--- src/rtl/sam_pkg.sv ---
package sam_pkg;

  // Actions the sequencer may request from the datapath in one cycle.
  typedef struct packed {
    logic loadA;     // capture multiplicand
    logic loadB;     // capture multiplier
    logic clearAcc;  // zero the accumulator
    logic clearCnt;  // zero the iteration counter
    logic incCnt;    // advance the iteration counter
    logic addAcc;    // accumulator += multiplicand
    logic shiftAcc;  // accumulator <<= 1
    logic shiftB;    // multiplier register <<= 1
    logic loadZ;     // publish accumulator to the result register
  } samStrobe_t;

  // One-hot state bit positions; the sequence order is behaviour.
  localparam int ST_IDLE   = 0;
  localparam int ST_LOAD   = 1;
  localparam int ST_TEST   = 2;
  localparam int ST_ADD    = 3;
  localparam int ST_CHECK  = 4;
  localparam int ST_SHIFT  = 5;
  localparam int ST_FINISH = 6;
  localparam int NUM_STATES = 7;

endpackage

--- src/rtl/sam_control.sv ---
module sam_control
  import sam_pkg::*;
(
  input  logic       clk,
  input  logic       rst,
  input  logic       start,
  input  logic       topBit,
  input  logic       cntDone,
  output samStrobe_t strobe,
  output logic       done
);

  logic [NUM_STATES-1:0] stateQ;
  logic [NUM_STATES-1:0] stateD;

  // Next-state logic: exactly one bit of stateD is set.
  always_comb begin
    stateD = '0;
    if (stateQ[ST_IDLE]) begin
      if (start) stateD[ST_LOAD] = 1'b1;
      else       stateD[ST_IDLE] = 1'b1;
    end else if (stateQ[ST_LOAD]) begin
      stateD[ST_TEST] = 1'b1;
    end else if (stateQ[ST_TEST]) begin
      if (topBit) stateD[ST_ADD]   = 1'b1;
      else        stateD[ST_CHECK] = 1'b1;
    end else if (stateQ[ST_ADD]) begin
      stateD[ST_CHECK] = 1'b1;
    end else if (stateQ[ST_CHECK]) begin
      if (cntDone) stateD[ST_FINISH] = 1'b1;
      else         stateD[ST_SHIFT]  = 1'b1;
    end else if (stateQ[ST_SHIFT]) begin
      stateD[ST_TEST] = 1'b1;
    end else begin
      // finishing state, or an illegal pattern: return to idle
      stateD[ST_IDLE] = 1'b1;
    end
  end

  always_ff @(posedge clk) begin
    if (rst) begin
      stateQ          <= '0;
      stateQ[ST_IDLE] <= 1'b1;
    end else begin
      stateQ <= stateD;
    end
  end

  // Strobe decode: one state bit per group of actions.
  always_comb begin
    strobe          = '0;
    strobe.loadA    = stateQ[ST_LOAD];
    strobe.loadB    = stateQ[ST_LOAD];
    strobe.clearAcc = stateQ[ST_LOAD];
    strobe.clearCnt = stateQ[ST_LOAD];
    strobe.incCnt   = stateQ[ST_TEST];
    strobe.addAcc   = stateQ[ST_ADD];
    strobe.shiftAcc = stateQ[ST_SHIFT];
    strobe.shiftB   = stateQ[ST_SHIFT];
    strobe.loadZ    = stateQ[ST_FINISH];
  end

  assign done = stateQ[ST_IDLE] | stateQ[ST_FINISH];

  AST_ONE_HOT_STATE: assert property (@(posedge clk) disable iff (rst)
    $countones(stateQ) == 1);

  AST_LOAD_AFTER_START: assert property (@(posedge clk) disable iff (rst)
    strobe.loadA |-> ($past(done) && $past(start)));

  AST_FINISH_TO_IDLE: assert property (@(posedge clk) disable iff (rst)
    strobe.loadZ |=> (done && !strobe.loadZ));

endmodule

--- src/rtl/sam_datapath.sv ---
module sam_datapath
  import sam_pkg::*;
#(
  parameter int OP_W = 16
) (
  input  logic              clk,
  input  logic              rst,
  input  samStrobe_t        strobe,
  input  logic [OP_W-1:0]   xIn,
  input  logic [OP_W-1:0]   yIn,
  output logic              topBit,
  output logic              cntDone,
  output logic [2*OP_W-1:0] zOut
);

  localparam int ACC_W = 2 * OP_W;
  localparam int CNT_W = $clog2(OP_W) + 1;
  localparam logic [CNT_W-1:0] CNT_LAST = CNT_W'(OP_W);

  logic [OP_W-1:0]  aQ;
  logic [OP_W-1:0]  bQ;
  logic [ACC_W-1:0] accQ;
  logic [CNT_W-1:0] cntQ;
  logic [ACC_W-1:0] zQ;
  logic [ACC_W-1:0] addend;

  assign addend = {{(ACC_W-OP_W){1'b0}}, aQ};

  // Operand registers
  always_ff @(posedge clk) begin
    if (rst) begin
      aQ <= '0;
      bQ <= '0;
    end else begin
      if (strobe.loadA) aQ <= xIn;
      if (strobe.loadB)       bQ <= yIn;
      else if (strobe.shiftB) bQ <= {bQ[OP_W-2:0], 1'b0};
    end
  end

  // Accumulator: carry out of the top bit is discarded
  always_ff @(posedge clk) begin
    if (rst)                  accQ <= '0;
    else if (strobe.clearAcc) accQ <= '0;
    else if (strobe.addAcc)   accQ <= accQ + addend;
    else if (strobe.shiftAcc) accQ <= {accQ[ACC_W-2:0], 1'b0};
  end

  // Iteration counter
  always_ff @(posedge clk) begin
    if (rst)                  cntQ <= '0;
    else if (strobe.clearCnt) cntQ <= '0;
    else if (strobe.incCnt)   cntQ <= cntQ + 1'b1;
  end

  // Result register
  always_ff @(posedge clk) begin
    if (rst)               zQ <= '0;
    else if (strobe.loadZ) zQ <= accQ;
  end

  assign topBit  = bQ[OP_W-1];
  assign cntDone = (cntQ >= CNT_LAST);
  assign zOut    = zQ;

  AST_Z_HOLD: assert property (@(posedge clk) disable iff (rst)
    !strobe.loadZ |=> $stable(zQ));

  AST_CNT_RANGE: assert property (@(posedge clk) disable iff (rst)
    cntQ <= CNT_LAST);

  AST_NO_SHIFT_AFTER_LAST: assert property (@(posedge clk) disable iff (rst)
    strobe.shiftAcc |-> (cntQ < CNT_LAST));

  AST_ADD_NO_WRAP: assert property (@(posedge clk) disable iff (rst)
    strobe.addAcc |=> (accQ >= $past(accQ)));

endmodule

--- src/rtl/shift_add_mul.sv ---
module shift_add_mul
  import sam_pkg::*;
#(
  parameter int OP_W = 16
) (
  input  logic              clk,
  input  logic              rst,
  input  logic              start,
  input  logic [OP_W-1:0]   xIn,
  input  logic [OP_W-1:0]   yIn,
  output logic [2*OP_W-1:0] zOut,
  output logic              done
);

  localparam int BUSY_MAX = 4 * OP_W;
  localparam int RUN_W    = $clog2(BUSY_MAX + 2) + 1;

  samStrobe_t strobe;
  logic       topBit;
  logic       cntDone;

  sam_control u_ctrl (
    .clk     (clk),
    .rst     (rst),
    .start   (start),
    .topBit  (topBit),
    .cntDone (cntDone),
    .strobe  (strobe),
    .done    (done)
  );

  sam_datapath #(.OP_W(OP_W)) u_dp (
    .clk     (clk),
    .rst     (rst),
    .strobe  (strobe),
    .xIn     (xIn),
    .yIn     (yIn),
    .topBit  (topBit),
    .cntDone (cntDone),
    .zOut    (zOut)
  );

  // Length of the current busy stretch, kept only for the latency bound.
  logic [RUN_W-1:0] busyRun;

  always_ff @(posedge clk) begin
    if (rst || done) busyRun <= '0;
    else             busyRun <= busyRun + 1'b1;
  end

  AST_BUSY_BOUND: assert property (@(posedge clk) disable iff (rst)
    busyRun <= RUN_W'(BUSY_MAX));

endmodule

--- config.mk ---
export PLATFORM = sky130hd
export DESIGN_NAME = shift_add_mul
export DESIGN_NICKNAME = d
export VERILOG_FILES = /design/src/rtl/sam_pkg.sv /design/src/rtl/sam_control.sv /design/src/rtl/sam_datapath.sv /design/src/rtl/shift_add_mul.sv
export SDC_FILE = /design/constraint.sdc
export NUM_CORES = 1
export LEC_CHECK = 0
export BUFFER_PORTS_ARGS = -buffer_cell sky130_fd_sc_hd__buf_2
export CAP_MARGIN = 20
export CORE_MARGIN = 1.5
export CORE_UTILIZATION = 60
export DETAILED_ROUTE_END_ITERATION = 10
export PLACE_DENSITY = 0.82
export SYNTH_ARGS = -nofsm -noshare
export SYNTH_HDL_FRONTEND = slang
export SYNTH_HIERARCHICAL = 1
export SYNTH_SLANG_ARGS = --single-unit
--- constraint.sdc ---
create_clock -name clk -period 5.5 [get_ports clk]
set_input_delay 0 -clock clk [delete_from_list [all_inputs] [get_ports clk]]
set_output_delay 0 -clock clk [all_outputs]
set_load 0.02 [all_outputs]
### Word level (Yosys, flattened, before mapping)

Cells that the tools add are included.

* magnitude comparators: 1
* divide/modulo/power cells: 0
* add/subtract/negate cells: 2
* reduce and logical (&&, ||, !) cells: 8
* shift-type cells: 0
* bitwise logic cells: 4
* muxes and demuxes: 23
* eq/ne operators: 0
* multiply operators: 0

Operator list (count)
* $mux 32: 2
* $add 32x16->32: 1
* $mux 16: 2
* $mux 1: 19
* $reduce_or 2->1: 3
* $reduce_or 6->1: 1
* $add 5x1->5 const B: 1
* $ge 5x5->1 const B: 1
* $reduce_bool 2->1: 2
* $reduce_or 4->1: 1
* $not 1->1: 3
* $reduce_or 3->1: 1
* $or 1x1->1: 1

* logic and storage cells: 49
* bits in registers: 108
* memories: 0
* bits of input ports: 35
* latch bits: 0
* bits in writable memories: 0
* output and inout bits: 33
* memory bits (read-only): 0

### Logic depth before layout (Yosys ltp)

Gate-level depths: netlist of the first run.

* word-level depth: 6
* gate-level depth with buffers: 9
* depth with buffers taken out: 9

### Modules after synthesis

Netlist of the first run, hierarchy kept.

Modules (own cells, without submodules)
* sam_datapath: sequential area each 2021.9 um2, area each 5136.2 um2, cells each 582, instances 1
* sam_control: sequential area each 140.1 um2, area each 324.1 um2, cells each 33, instances 1

### Worst setup path after synthesis of the first run

No wires, ideal clock.

* path kind: reg-to-reg
* from: register u_dp.accQ[0]
* to: register u_dp.accQ[24]
* setup time: 0.115 ns
* slack: 3.218 ns
* data required time: 5.385 ns
* data arrival time: 2.166 ns
* stages on the path, launching flop included: 10
* buffers on the path: 0
* period minus slack after synthesis: 2.282 ns
* cell sequence: dfxtp_1 ha_1 fa_1 a21oi_1 o211ai_1 a31o_2 o21ai_4 nor2_2 a211o_1 and3_1

* cells in the longest elaborated chain, start to end: 2

RTL lines
* from (decl): RTL line sam_datapath.sv:22 `logic [ACC_W-1:0] accQ;`
* from (signal assigned): RTL line sam_datapath.sv:45 `else if (strobe.addAcc) accQ <= accQ + addend;`
* from (signal assigned): RTL line sam_datapath.sv:46 `else if (strobe.shiftAcc) accQ <= {accQ[ACC_W-2:0], 1'b0};`
* $add 32x16->32: RTL line sam_datapath.sv:45
* $mux 32: RTL line sam_datapath.sv:45

No other way between the ends.
A chain may end at the register's enable or synchronous reset.

### Final worst setup path of the first run

* from: register u_dp.accQ[4]
* to: register u_dp.accQ[17]

Same word-level chain as after synthesis.

==> summary by stage, run 1 <==
Hold path
The path class of the tightest hold or removal check is in -> reg. The startpoint of the lowest-slack hold path is rst. For hold timing, the worst endpoint is u_dp/zOut[18]. The count of cells along the worst hold path is 2.

Clocking
The maximum count of clock buffers along a single path is 2. The CTS tree is yes. In this run the clock root is driven by a sky130_fd_sc_hd__clkbuf_8. TritonCTS created 9 clock buffers. The clock net in this run drives a total of 108 sinks. Clock-pin slew was measured on the worst setup and hold paths at 0.10 ns.

The post-cts resize count is 0. The insertion delay to the later sink of the worst-skew pair is ~0.37 ns. CTS built an H-tree with a depth of 3.

STA
The peak clock frequency supported by timing is 362.6 MHz. The number of pins exceeding their max-slew limit in the final report came to 0. Dividing the final minimum period by the clock period gives 50.15%. Subtracting the final worst setup slack from the clock period gives ~2.8 ns.

The total count of hold-check failures in the final report came to 0. The transition at the pin with the smallest max-transition slack is 1.025 ns. The number of endpoints failing setup at the final stage is 0. In the final timing run, aggregate negative setup slack is 0 ns. For the final database, setup skew stands at 0.01166 ns.

Setup repair after global routing left no endpoint under its margin. In the post-route analysis, the smallest setup slack over all paths is ~2.7 ns. The tightest slew margin relative to the limit is a little under a third.

Critical path
The signal on the critical path passes through ha_1, a21oi_1, nand2_1, o21ai_2, o2111ai_1, a221oi_2, a21oi_1, o221a_2. Counting both buffers and inverters, the worst setup path holds a total of 0. The largest fanout on the critical path is 11. The most critical setup path has its startpoint at u_dp/accQ[4]. The required arrival time at the worst endpoint is 5.76 ns.

The worst setup path is launched from a register. The data arrival at the endpoint of the critical path is 3.02 ns. On the critical path the largest part of the delay comes from compound AO/OA/AOI/OAI gates. By instance count, the cell type seen most on the critical path is sky130_fd_sc_hd__a21oi_1. The type of the worst setup path is reg -> reg. The stage delay of the slowest cell on the critical path is 0.73 ns. The worst reg-to-reg path cell count is 8. The worst register-to-register path ends at u_dp/accQ[17]. The register-to-register path setup slack is 2.74 ns. The worst setup path is captured at a register. The critical register-to-register path startpoint is u_dp/accQ[4]. The standard cell with the maximum stage delay on the critical path is sky130_fd_sc_hd__a221oi_2.

Power
Dividing total power by cell area gives a power density of around 230 nW/um2. The overall power after layout is 1.444 mW. The peak ir drop on the vdd network is 0.1584 mV. For this design the static power due to leakage is between 2 and 2.5 nW.

Status
The flow ran to the end, and the final reports show no timing, DRC or antenna violations.

Yosys
The number of nets produced by synthesis is ~670. Among all flip-flop cells after synthesis, the most frequent one is sky130_fd_sc_hd__dfxtp_1. Dividing the synthesized area by the synthesized cell count gives 8.878 um2.

The area of the mapped netlist is 5460 um2. Of the post-synthesis cell area, the dominant cell type holds about two fifths. The share of synthesized flip-flops with an asynchronous set or reset is 0%. The number of different library cells used by synthesis comes to 66. The part of the Yosys area used for sequential elements is 39.60%. The synthesized netlist cell count is 615. The synthesized design spends more area on one cell type than any other, namely sky130_fd_sc_hd__dfxtp_1. Yosys mapped a number of flops with a built-in enable equal to 0.

Yosys attributes the largest share of cell area to sky130_fd_sc_hd__dfxtp_1, sky130_fd_sc_hd__mux2i_1, sky130_fd_sc_hd__nor2_1. The number of register bits inferred by synthesis is 108. The number of warnings issued by yosys is 6.

Floorplan
Row generation in the floorplan step produced 34 rows. From left edge to right edge, the die measures 98.40 um. After floorplanning, the core was sized to cover 8763 um2.

From bottom edge to top edge, the die measures 98.40 um. The initial standard-cell utilization of the core is 62.31%. The I/O pin count is 68. The die footprint is just under 10000 um2.

GRT
The wire length of the first global-routing pass is 21.97 mm. The number of antenna violations at the first check in global routing is 0. The via count of the first global-routing pass was between 4000 and 5000. Entering global routing, the biggest net connects 51 pins. The overall routing resource usage is 27.49%.

Global routing finished with a remaining overflow of 0.

Cells and area
The number of antenna diodes in the final layout is 0. The leading cell type in the layout, fill and taps excluded is sky130_fd_sc_hd__nor2_1. The area added between synthesis and finish is 15.22%. The library cells used most frequently in the layout, excluding fill and tap cells, are sky130_fd_sc_hd__nor2_1, sky130_fd_sc_hd__dfxtp_1, sky130_fd_sc_hd__mux2i_1. The filler cells instantiated in the layout total 629. The final layout contains around 740 nets.

The post-route netlist has between 10% and 20% of its cells at a drive strength greater than 1.

Route
The first routing iteration left 320 violations. Detailed routing inserted a total of 4804 vias. Once detail routing completed, the nets flagged for antenna violations numbered 0.

The detailed-route wire length per cell is 16.08 um. The routed design has 12.77 mm of wire. The ratio of routed vias to standard cells is between 6 and 7.

In the routed design, unresolved DRC markers number 0. The number of optimization iterations in the first detailed-route pass is 7.

Placed design
The detailed-placement wirelength estimate is 8.006 mm. The final RePlAce weighted congestion is approximately 0.87. During placement, the flow inserted port buffers numbering 67. The setup slack after placement is 2.833 ns.

Flow run
Max-cap violations in this run came to 0.
area by class of cell:
class / count / area (um2) / share of cell area, %
multi-input combinational: 448 / 3033 / 48.21
clock buffer: 10 / 137.6 / 2.188
inverter: 10 / 37.54 / 0.5967
timing repair buffer: 104 / 695.7 / 11.06
sequential: 108 / 2166 / 34.43
clock inverter: 6 / 86.33 / 1.372
tap: 108 / 135.1 / 2.148
where the power goes:
group	internal (mW)	switching [mW]
logic	0.0482	0.0503
clock network	0.269	0.270
registers	0.794	0.0123
total	1.11	0.332
flip-flops by register name, summed over array words and instances, names as in the netlist:
signal and cells:
u_dp/zOut 32, u_dp/bQ 16, u_ctrl/stateQ 7, u_dp/cntQ 5, u_dp/accQ 32, u_dp/aQ 16
Yosys cell counts (3+ instances only):
cell	n
sky130_fd_sc_hd__nor2_1	112
sky130_fd_sc_hd__dfxtp_1	108
sky130_fd_sc_hd__mux2i_1	74
sky130_fd_sc_hd__a21oi_1	48
sky130_fd_sc_hd__clkbuf_1	29
sky130_fd_sc_hd__nand2_1	19
sky130_fd_sc_hd__a211oi_1	18
sky130_fd_sc_hd__ha_1	18
sky130_fd_sc_hd__nor3_1	16
sky130_fd_sc_hd__buf_4	10
sky130_fd_sc_hd__inv_1	10
sky130_fd_sc_hd__nor2b_1	10
sky130_fd_sc_hd__o21ai_0	10
sky130_fd_sc_hd__nand3_1	9
sky130_fd_sc_hd__a31oi_1	8
sky130_fd_sc_hd__xnor2_1	8
sky130_fd_sc_hd__xor2_1	8
sky130_fd_sc_hd__o211ai_1	7
sky130_fd_sc_hd__nand4_1	6
sky130_fd_sc_hd__buf_1	5
sky130_fd_sc_hd__buf_2	5
sky130_fd_sc_hd__o21a_1	5
sky130_fd_sc_hd__a21o_1	4
sky130_fd_sc_hd__and3_1	4
sky130_fd_sc_hd__mux2_2	4
sky130_fd_sc_hd__nor3b_1	4
sky130_fd_sc_hd__a211o_1	3
sky130_fd_sc_hd__nand2b_1	3
sky130_fd_sc_hd__o2111ai_1	3
sky130_fd_sc_hd__or3_1	3
through the flow:
| stage | cells | area, um2 | utilization (%) | hold slack, ns |
|---|---|---|---|---|
| 2_1_floorplan | 615 | 5460 | - | 0.07615 |
| 3_5_place_dp | 745 | 5737 | 65.46 | 0.2384 |
| 3_3_place_gp | 745 | 5737 | 65.46 | 0.2280 |
| 6_report | 794 | 6291 | 71.79 | 0.05387 |
| 5_1_grt | 794 | 6291 | 71.79 | 0.05808 |
| 4_1_cts | 794 | 6291 | 71.79 | 0.04618 |
metal layers:
metal	routed length [um]	share of wire [%]	GRT usage [%]	up-vias
met5	0	0	0	-
li1	-	-	-	2323
met4	244	1.9	10.18	0
met2	6459	51	47.79	158
met1	5444	43	33.89	2294
met3	621	4.9	5.011	29
kinds of logic after synthesis:
group / Yosys count / synth area share, %
xor+xnor: 16 / 2.567
flops: 108 / 39.60
fa+ha+maj: 19 / 4.491
simple gates: 208 / 18.47
mux: 78 / 14.39
compound gates: 127 / 15.63
buf+inv: 59 / 4.858
worst max path at each step:
stage / slack [ns] / endpoint / cells past startpoint
finish: 2.74 / u_dp/accQ[17] / 8
global route: 2.50 / u_dp/accQ[17] / 8
CTS: 2.81 / u_dp/accQ[17] / 8
detailed placement: 2.83 / u_dp/accQ[17] / 8
global placement: 2.97 / u_dp/accQ[17] / 8
floorplan: 3.22 / u_dp/accQ[24] / 9
repair_timing:
item                                   in CTS  in global routing
endpoints found under the hold margin      34                  0
hold buffers                               33                  0
buffers inserted                            0                  0
No activity file was read; power rests on OpenSTA's default activity.
==> run 2, diff against run 1 <==
- CORE_UTILIZATION: 60 -> 58
- PLACE_DENSITY: 0.82 -> 0.8
- clock period: 5.5 -> 2.8 ns (I/O delays scaled with it)
==> run 2 against run 1 <==
Global-route usage down 1.2 points. Combinational power increased by 98%. Clock power rose by 78%. Critical path depth up 1. Non-clock buffer count up 6. Maximum frequency grew 6.3%. Sequential cell count unchanged. Setup slack got worse by 2.5 ns. Routed wire length shrank 0.22%. First-iteration DRC count is 13% lower. Die area is 3.3% higher. Largest power group unchanged.
==> summary by stage, run 2 (synthesis results as in run 1) <==
Hold path
The count of cells along the worst hold path is 3 (+1). In this run the worst hold path is classified as in -> reg.

Critical path
The type of the worst setup path is reg -> reg. The worst reg-to-reg path cell count is 9 (+1). The largest fanout on the critical path is 8 (-3). The required arrival time at the worst endpoint is 3.06 ns (-2.70 ns). The data arrival at the endpoint of the critical path was 2.86 ns (-0.16 ns). The critical path capture point type is a register. The type of element launching the critical path is a register.

Cells and area
The filler cell count came to 740 (+18%). In the layout the commonest cells are sky130_fd_sc_hd__nor2_1, sky130_fd_sc_hd__dfxtp_1, sky130_fd_sc_hd__mux2i_1. The share of the core filled with cells in the final layout is 68.67% (-3.1 points). The net total in the final layout is 741 (+0.82%).

The leading cell type in the layout, fill and taps excluded is sky130_fd_sc_hd__nor2_1. Relative to the synthesized area, the layout overhead comes to 15.65%. The number of antenna repair diodes came to 0 (unchanged). The share of post-route cells with drive strength above 1 was 16.79% (+0.46 points). The final standard cell count with taps included and fillers excluded is 802 (+1.0%).

Floorplan
The die footprint is 10010 um2 (+3.3%). The I/O pin count was 68 (unchanged). The overall die height came to 100.0 um (+1.7%). The number of standard-cell rows in the floorplan came to 35 (+2.9%). The initial standard-cell utilization of the core is 59.37% (-2.9 points). The horizontal die dimension is 100.0 um (+1.7%). The placeable core region is 9196 um2 (+4.9%).

STA
The final-layout setup total negative slack is 0 ns (unchanged). The transition at the pin with the smallest max-transition slack is 0.9990 ns (-0.02620 ns). The total count of hold-check failures in the final report is 0 (unchanged).

The number of endpoints failing setup at the final stage was 0 (unchanged). The final critical-path required period is 2.595 ns (-0.1634 ns). Setup repair after global routing left no endpoint under its margin. The final worst-path cycle share is 92.67% (+43 points). The smallest hold slack was 0.3777 ns (+0.3239 ns). The peak clock frequency supported by timing is 385.4 MHz (+6.3%). The maximum clock skew at final layout is 0.01186 ns (+0.0001958 ns). The tightest slew margin relative to the limit was 33.40% (+1.7 points).

The number of pins exceeding their max-slew limit in the final report is 0 (unchanged).

Status
The flow ran to the end, and the final reports show no timing, DRC or antenna violations.

Placed design
The final RePlAce weighted congestion is 0.8644 (-0.67%). The number of placed instances with taps included is 753 (+1.1%). The number of I/O port buffers is 67 (unchanged). The detailed-placement wirelength estimate came to 8.543 mm (+6.7%).

Power
The peak ir drop on the vdd network was 0.2171 mV (+37%). The leakage power is 2.484 nW (+0.72%). The overall power after layout is 2.735 mW (+89%). The power density over the cells was 433.1 nW/um2 (+89%).

GRT
The overall routing resource usage is 26.33% (-1.2 points). The total overflow reported by the global router is 0 (unchanged). The number of antenna violations at the first check in global routing is 0 (unchanged). The largest net degree at the start of global routing is 74 (+45%). The wire length of the first global-routing pass is 21.33 mm (-2.9%). The via count of the first global-routing pass was 4614 (-2.0%).

Clocking
The number of H-tree levels is 3 (unchanged). The insertion delay to the later sink of the worst-skew pair is 0.37 ns (about the same). The number of buffers added by the clock tree synthesis step came to 9 (unchanged). The clock net sink count came to 108 (unchanged). The cell chosen for the clock root is sky130_fd_sc_hd__clkbuf_8. The maximum count of clock buffers along a single path is 2 (unchanged). The CTS tree is yes. The clock-pin transition on the worst setup and hold timing paths is 0.10 ns (about the same).

Route
The total number of vias is 4702 (-2.1%). The number of optimization iterations in the first detailed-route pass is 4 (-3). The count of unresolved DRC violations after routing is 0 (unchanged). The post-route antenna net violation count is 0 (unchanged). The ratio of routed vias to standard cells is 5.863 (-3.1%).

The detailed-route wire length per cell is 15.89 um (-1.2%). The number of DRC markers after the initial detailed-route iteration is 279 (-13%). The final routed wirelength across all metal layers came to 12.74 mm (-0.22%).

Flow run
The count of max-cap constraint violations is 0 (unchanged).
[run 2: timing repair]
action,4_1_cts,5_1_grt
setup buffers,0,0
endpoints found under the hold margin,35,0
resized for setup,0,0
setup endpoints to repair,0,0
hold buffers,34,0
[run 2: power breakdown]
group          internal (mW)  switching (mW)  leakage [nW]
combinational         0.0955          0.0993          1.51
sequential              1.56          0.0220         0.875
clock                  0.420           0.538         0.102
total                   2.08           0.659          2.48
[run 2: path summary, 6_finish.rpt]
kind	startpoint	to	slack (ns)
hold / removal	rst	u_dp/zOut[13]	0.38
setup reg to reg	u_dp/accQ[0]	u_dp/accQ[24]	0.21
setup / recovery	u_dp/accQ[0]	u_dp/accQ[24]	0.21
hold reg to reg	u_dp/bQ[15]	u_ctrl/stateQ[3]	0.48
[run 2: per-stage QoR]
stage | worst slack [ns] | cell area, um2
floorplan | 0.5184 | 5460
global placement | 0.3650 | 5778
detailed placement | 0.2423 | 5778
CTS | 0.2218 | 6315
global route | 0.06868 | 6315
finish | 0.2052 | 6315
[run 2: layout make-up]
type                       instances  area (um2)  area share [%]
tap                              111       138.9           2.199
multi-input combinational        448        3033           48.03
clock buffer                       9       123.9           1.962
clock inverter                     6       72.57           1.149
timing repair buffer             110       743.2           11.77
inverter                          10       37.54          0.5944
sequential                       108        2166           34.30
[run 2: worst max-delay path, cell delays in order (launching register included)]
cell and delay, ns:
sky130_fd_sc_hd__dfxtp_1 0.35, sky130_fd_sc_hd__ha_1 0.21, sky130_fd_sc_hd__fa_1 0.41, sky130_fd_sc_hd__a21oi_1 0.26, sky130_fd_sc_hd__o211ai_1 0.16, sky130_fd_sc_hd__a31o_2 0.31, sky130_fd_sc_hd__o21ai_4 0.23, sky130_fd_sc_hd__nor2_2 0.12
sky130_fd_sc_hd__a211o_1 0.26, sky130_fd_sc_hd__and3_1 0.16
[run 2: routing by layer]
metal | GRT usage [%] | up-vias | share of wire [%]
li1 | - | 2324 | -
met5 | 0 | - | 0
met4 | 10.83 | 0 | 2.4
met1 | 32.47 | 2222 | 44
met3 | 3.203 | 27 | 3.5
met2 | 46.57 | 129 | 51
==> run 3, diff against run 2 <==
- ABC_AREA: not set -> 1
- CORE_UTILIZATION: 58 -> 59
==> run 3 against run 2 <==
Hold slack worse by 0.35 ns. Via count up 25%. Setup slack better by 0.50 ns. Design area up 9.2%. Critical path depth down 4. Power about the same. Routed wire length up 19%. Largest cell class unchanged. Largest power group unchanged.
==> summary by stage, run 3 <==
Floorplan
The overall die height is 103.6 um (+3.6%). The placeable core region is 9774 um2 (+6.3%). The I/O pin count came to 68 (unchanged). The initial standard-cell utilization of the core was 61.09% (+1.7 points). The die footprint is 10730 um2 (+7.3%). The horizontal die dimension is 103.6 um (+3.6%). The number of standard-cell rows in the floorplan is 36 (+2.9%).

STA
The maximum clock skew at final layout was 0.01273 ns (+0.0008720 ns). The tightest slew margin relative to the limit came to 27.79% (-5.6 points). The final worst-path cycle share is 74.89% (-18 points). The number of pins exceeding their max-slew limit in the final report is 0 (unchanged).

The final critical-path required period is 2.097 ns (-0.4979 ns). The transition at the pin with the smallest max-transition slack was 1.082 ns (+0.08300 ns). The final-layout setup total negative slack came to 0 ns (unchanged). Setup repair after global routing left no endpoint under its margin. The peak clock frequency supported by timing is 476.9 MHz (+24%). The number of endpoints failing setup at the final stage came to 0 (unchanged). The total count of hold-check failures in the final report came to 0 (unchanged).

Clocking
CTS placed an instance of sky130_fd_sc_hd__clkbuf_8 at the clock tree root. The CTS tree is yes. The clock net sink count came to 108 (unchanged).

The post-CTS repair timing setup buffer count is 0 (unchanged). The number of H-tree levels is 3 (unchanged). The number of buffers added by the clock tree synthesis step is 9 (unchanged). The hold buffer count at cts is 36 (+5.9%).

The insertion delay to the later sink of the worst-skew pair came to 0.38 ns (about the same). The maximum count of clock buffers along a single path is 2 (unchanged). The post-cts resize count is 0 (unchanged). The clock-pin transition on the worst setup and hold timing paths is 0.11 ns (about the same).

Cells and area
The area added between synthesis and finish is 15.44%. The number of antenna repair diodes is 0 (unchanged). Leaving out fill and tap cells, the most frequent cell in the layout is sky130_fd_sc_hd__nand2_1. In the layout the commonest cells are sky130_fd_sc_hd__nand2_1, sky130_fd_sc_hd__inv_1, sky130_fd_sc_hd__nor2_1, sky130_fd_sc_hd__dfxtp_1, sky130_fd_sc_hd__o21ai_0. The net total in the final layout is 1041 (+40%). The share of post-route cells with drive strength above 1 is 14.31% (-2.5 points).

Yosys
The average cell area after synthesis is 6.605 um2 (-26%). The part of the Yosys area used for sequential elements is 36.21% (-3.4 points). Sorting the synthesized cells by how often they occur yields sky130_fd_sc_hd__nand2_1, sky130_fd_sc_hd__dfxtp_1, sky130_fd_sc_hd__inv_1, sky130_fd_sc_hd__nor2_1, sky130_fd_sc_hd__o21ai_0. The largest area contributor in the netlist is sky130_fd_sc_hd__dfxtp_1. The share of synthesized flip-flops with an asynchronous set or reset is 0% (unchanged). The top cell type's share of synthesized area is 36.21% (-3.4 points). Ranked by total cell area, the synthesized netlist is headed by sky130_fd_sc_hd__dfxtp_1, sky130_fd_sc_hd__nand2_1, sky130_fd_sc_hd__o21ai_0. The number of warnings issued by yosys came to 6 (unchanged). The synthesized netlist cell count is 904 (+47%). The number of enable-type register cells in the synthesized netlist is 0 (unchanged).

The area of the mapped netlist was 5971 um2 (+9.3%). The number of nets produced by synthesis is 958 (+43%). sky130_fd_sc_hd__nand2_1 is the most common cell in the netlist.

The count of unique library cells instantiated by Yosys was 39 (-41%). For this run, the leading register cell type out of synthesis is sky130_fd_sc_hd__dfxtp_1. The number of register bits inferred by synthesis was 108 (unchanged).

Route
The final routed wirelength across all metal layers is 15.16 mm (+19%). The number of DRC markers after the initial detailed-route iteration is 388 (+39%). The number of optimization iterations in the first detailed-route pass is 5 (+1).

The ratio of routed vias to standard cells is 5.236 (-11%). The post-route antenna net violation count is 0 (unchanged). The detailed-route wire length per cell is 13.47 um (-15%). The count of unresolved DRC violations after routing is 0 (unchanged).

The total number of vias is 5890 (+25%).

Placed design
The final RePlAce weighted congestion is 1.020 (+18%). The number of I/O port buffers came to 67 (unchanged). The detailed-placement wirelength estimate was 10.52 mm (+23%).

Flow run
The count of max-cap constraint violations was 0 (unchanged).

GRT
The total overflow reported by the global router is 0 (unchanged). The wire length of the first global-routing pass is 25.74 mm (+21%). The number of antenna violations at the first check in global routing is 0 (unchanged). The largest net degree at the start of global routing was 47 (-36%). The via count of the first global-routing pass came to 5481 (+19%).

The overall routing resource usage is 29.26% (+2.9 points).

Power
The power density over the cells came to 397.0 nW/um2 (-8.3%). The leakage power is 3.293 nW (+33%). The overall power after layout is 2.736 mW (about the same). The peak ir drop on the vdd network is 0.3666 mV (+69%).

Critical path
The required arrival time at the worst endpoint came to 3.13 ns (+0.07 ns). The largest fanout on the critical path is 17 (+9). The type of the worst setup path is reg -> reg. The type of element launching the critical path is a register. The data arrival at the endpoint of the critical path is 2.43 ns (-0.43 ns). The critical path capture point type is a register.

Hold path
The path class of the lowest-slack min-delay path is in -> reg.

Status
The flow ran to the end, and the final reports show no timing, DRC or antenna violations.
[run 3: cell types whose count changed after synthesis, moves of 7 or more]
cell                       change
sky130_fd_sc_hd__nand2_1     +223
sky130_fd_sc_hd__inv_1        +98
sky130_fd_sc_hd__mux2i_1      -74
sky130_fd_sc_hd__o21ai_0      +72
sky130_fd_sc_hd__nand3_1      +43
sky130_fd_sc_hd__a211oi_1     -18
sky130_fd_sc_hd__nor3_1       -13
sky130_fd_sc_hd__nand2_2      +11
sky130_fd_sc_hd__clkbuf_1     -10
sky130_fd_sc_hd__nor2b_1      -10
sky130_fd_sc_hd__a21oi_2       +9
sky130_fd_sc_hd__o221ai_1      +8
sky130_fd_sc_hd__xnor2_1       -8
sky130_fd_sc_hd__nor3_2        +7
[run 3: per-stage QoR]
stage                     instance area [um2]  std cells  utilization (%)  hold slack, ns  worst slack (ns)
final                                    6893       1125            70.52         0.02377            0.7032
after global routing                     6893       1125            70.52         0.02125            0.5588
after CTS                                6893       1125            70.52        0.005862            0.7535
after detailed placement                 6342       1073            64.89          0.2254            0.7765
after global placement                   6342       1073            64.89          0.2200            0.8098
after floorplan                          5971        904                -         0.06907            0.9989
[run 3: path summary, 6_finish.rpt]
path,from,end,slack (ns),depth (start not counted)
worst max-delay path,u_ctrl/stateQ[5],u_dp/bQ[14],0.70,5
worst min register to register,u_dp/cntQ[4],u_ctrl/stateQ[5],0.47,1
worst min-delay path,rst,u_dp/bQ[2],0.02,3
worst max register to register,u_ctrl/stateQ[5],u_dp/bQ[14],0.70,5
[run 3: where the power goes]
group          internal, mW  switching [mW]  total, mW
combinational        0.0988           0.119      0.218
sequential             1.56          0.0172       1.58
clock                 0.364           0.573      0.937
[run 3: layout make-up]
| type | instances | area, um2 |
|---|---|---|
| multi-input combinational | 641 | 3183 |
| fill | 844 | 2882 |
| sequential | 108 | 2162 |
| timing repair buffer | 111 | 755.7 |
| inverter | 116 | 435.4 |
| tap | 133 | 166.4 |
| clock buffer | 10 | 137.6 |
| clock inverter | 6 | 52.55 |
[run 3: cell families after synthesis]
logic type | count (synthesis) | synth area share (%)
adders and majority gates | 19 | 4.107
AOI/OAI and AO/OA | 163 | 15.17
DFF | 108 | 36.21
and+or+nand+nor | 447 | 32.27
buffers and inverters | 155 | 10.48
xor gates and xnor gates | 12 | 1.760
[run 3: metal layers]
metal	wire length [um]	vias up	track usage (%)
li1	-	3024	-
met1	6979	2615	38.76
met2	6802	223	48.24
met3	1018	28	5.664
met4	356	0	9.226
met5	0	-	0
[run 3: critical path, cell delays in order, from the launching register on]
cell and delay (ns):
sky130_fd_sc_hd__dfxtp_1 0.78, sky130_fd_sc_hd__inv_1 0.09, sky130_fd_sc_hd__nor2_1 0.32, sky130_fd_sc_hd__nand2_1 0.11, sky130_fd_sc_hd__a31oi_1 0.17, sky130_fd_sc_hd__dlygate4sd3_1 0.57
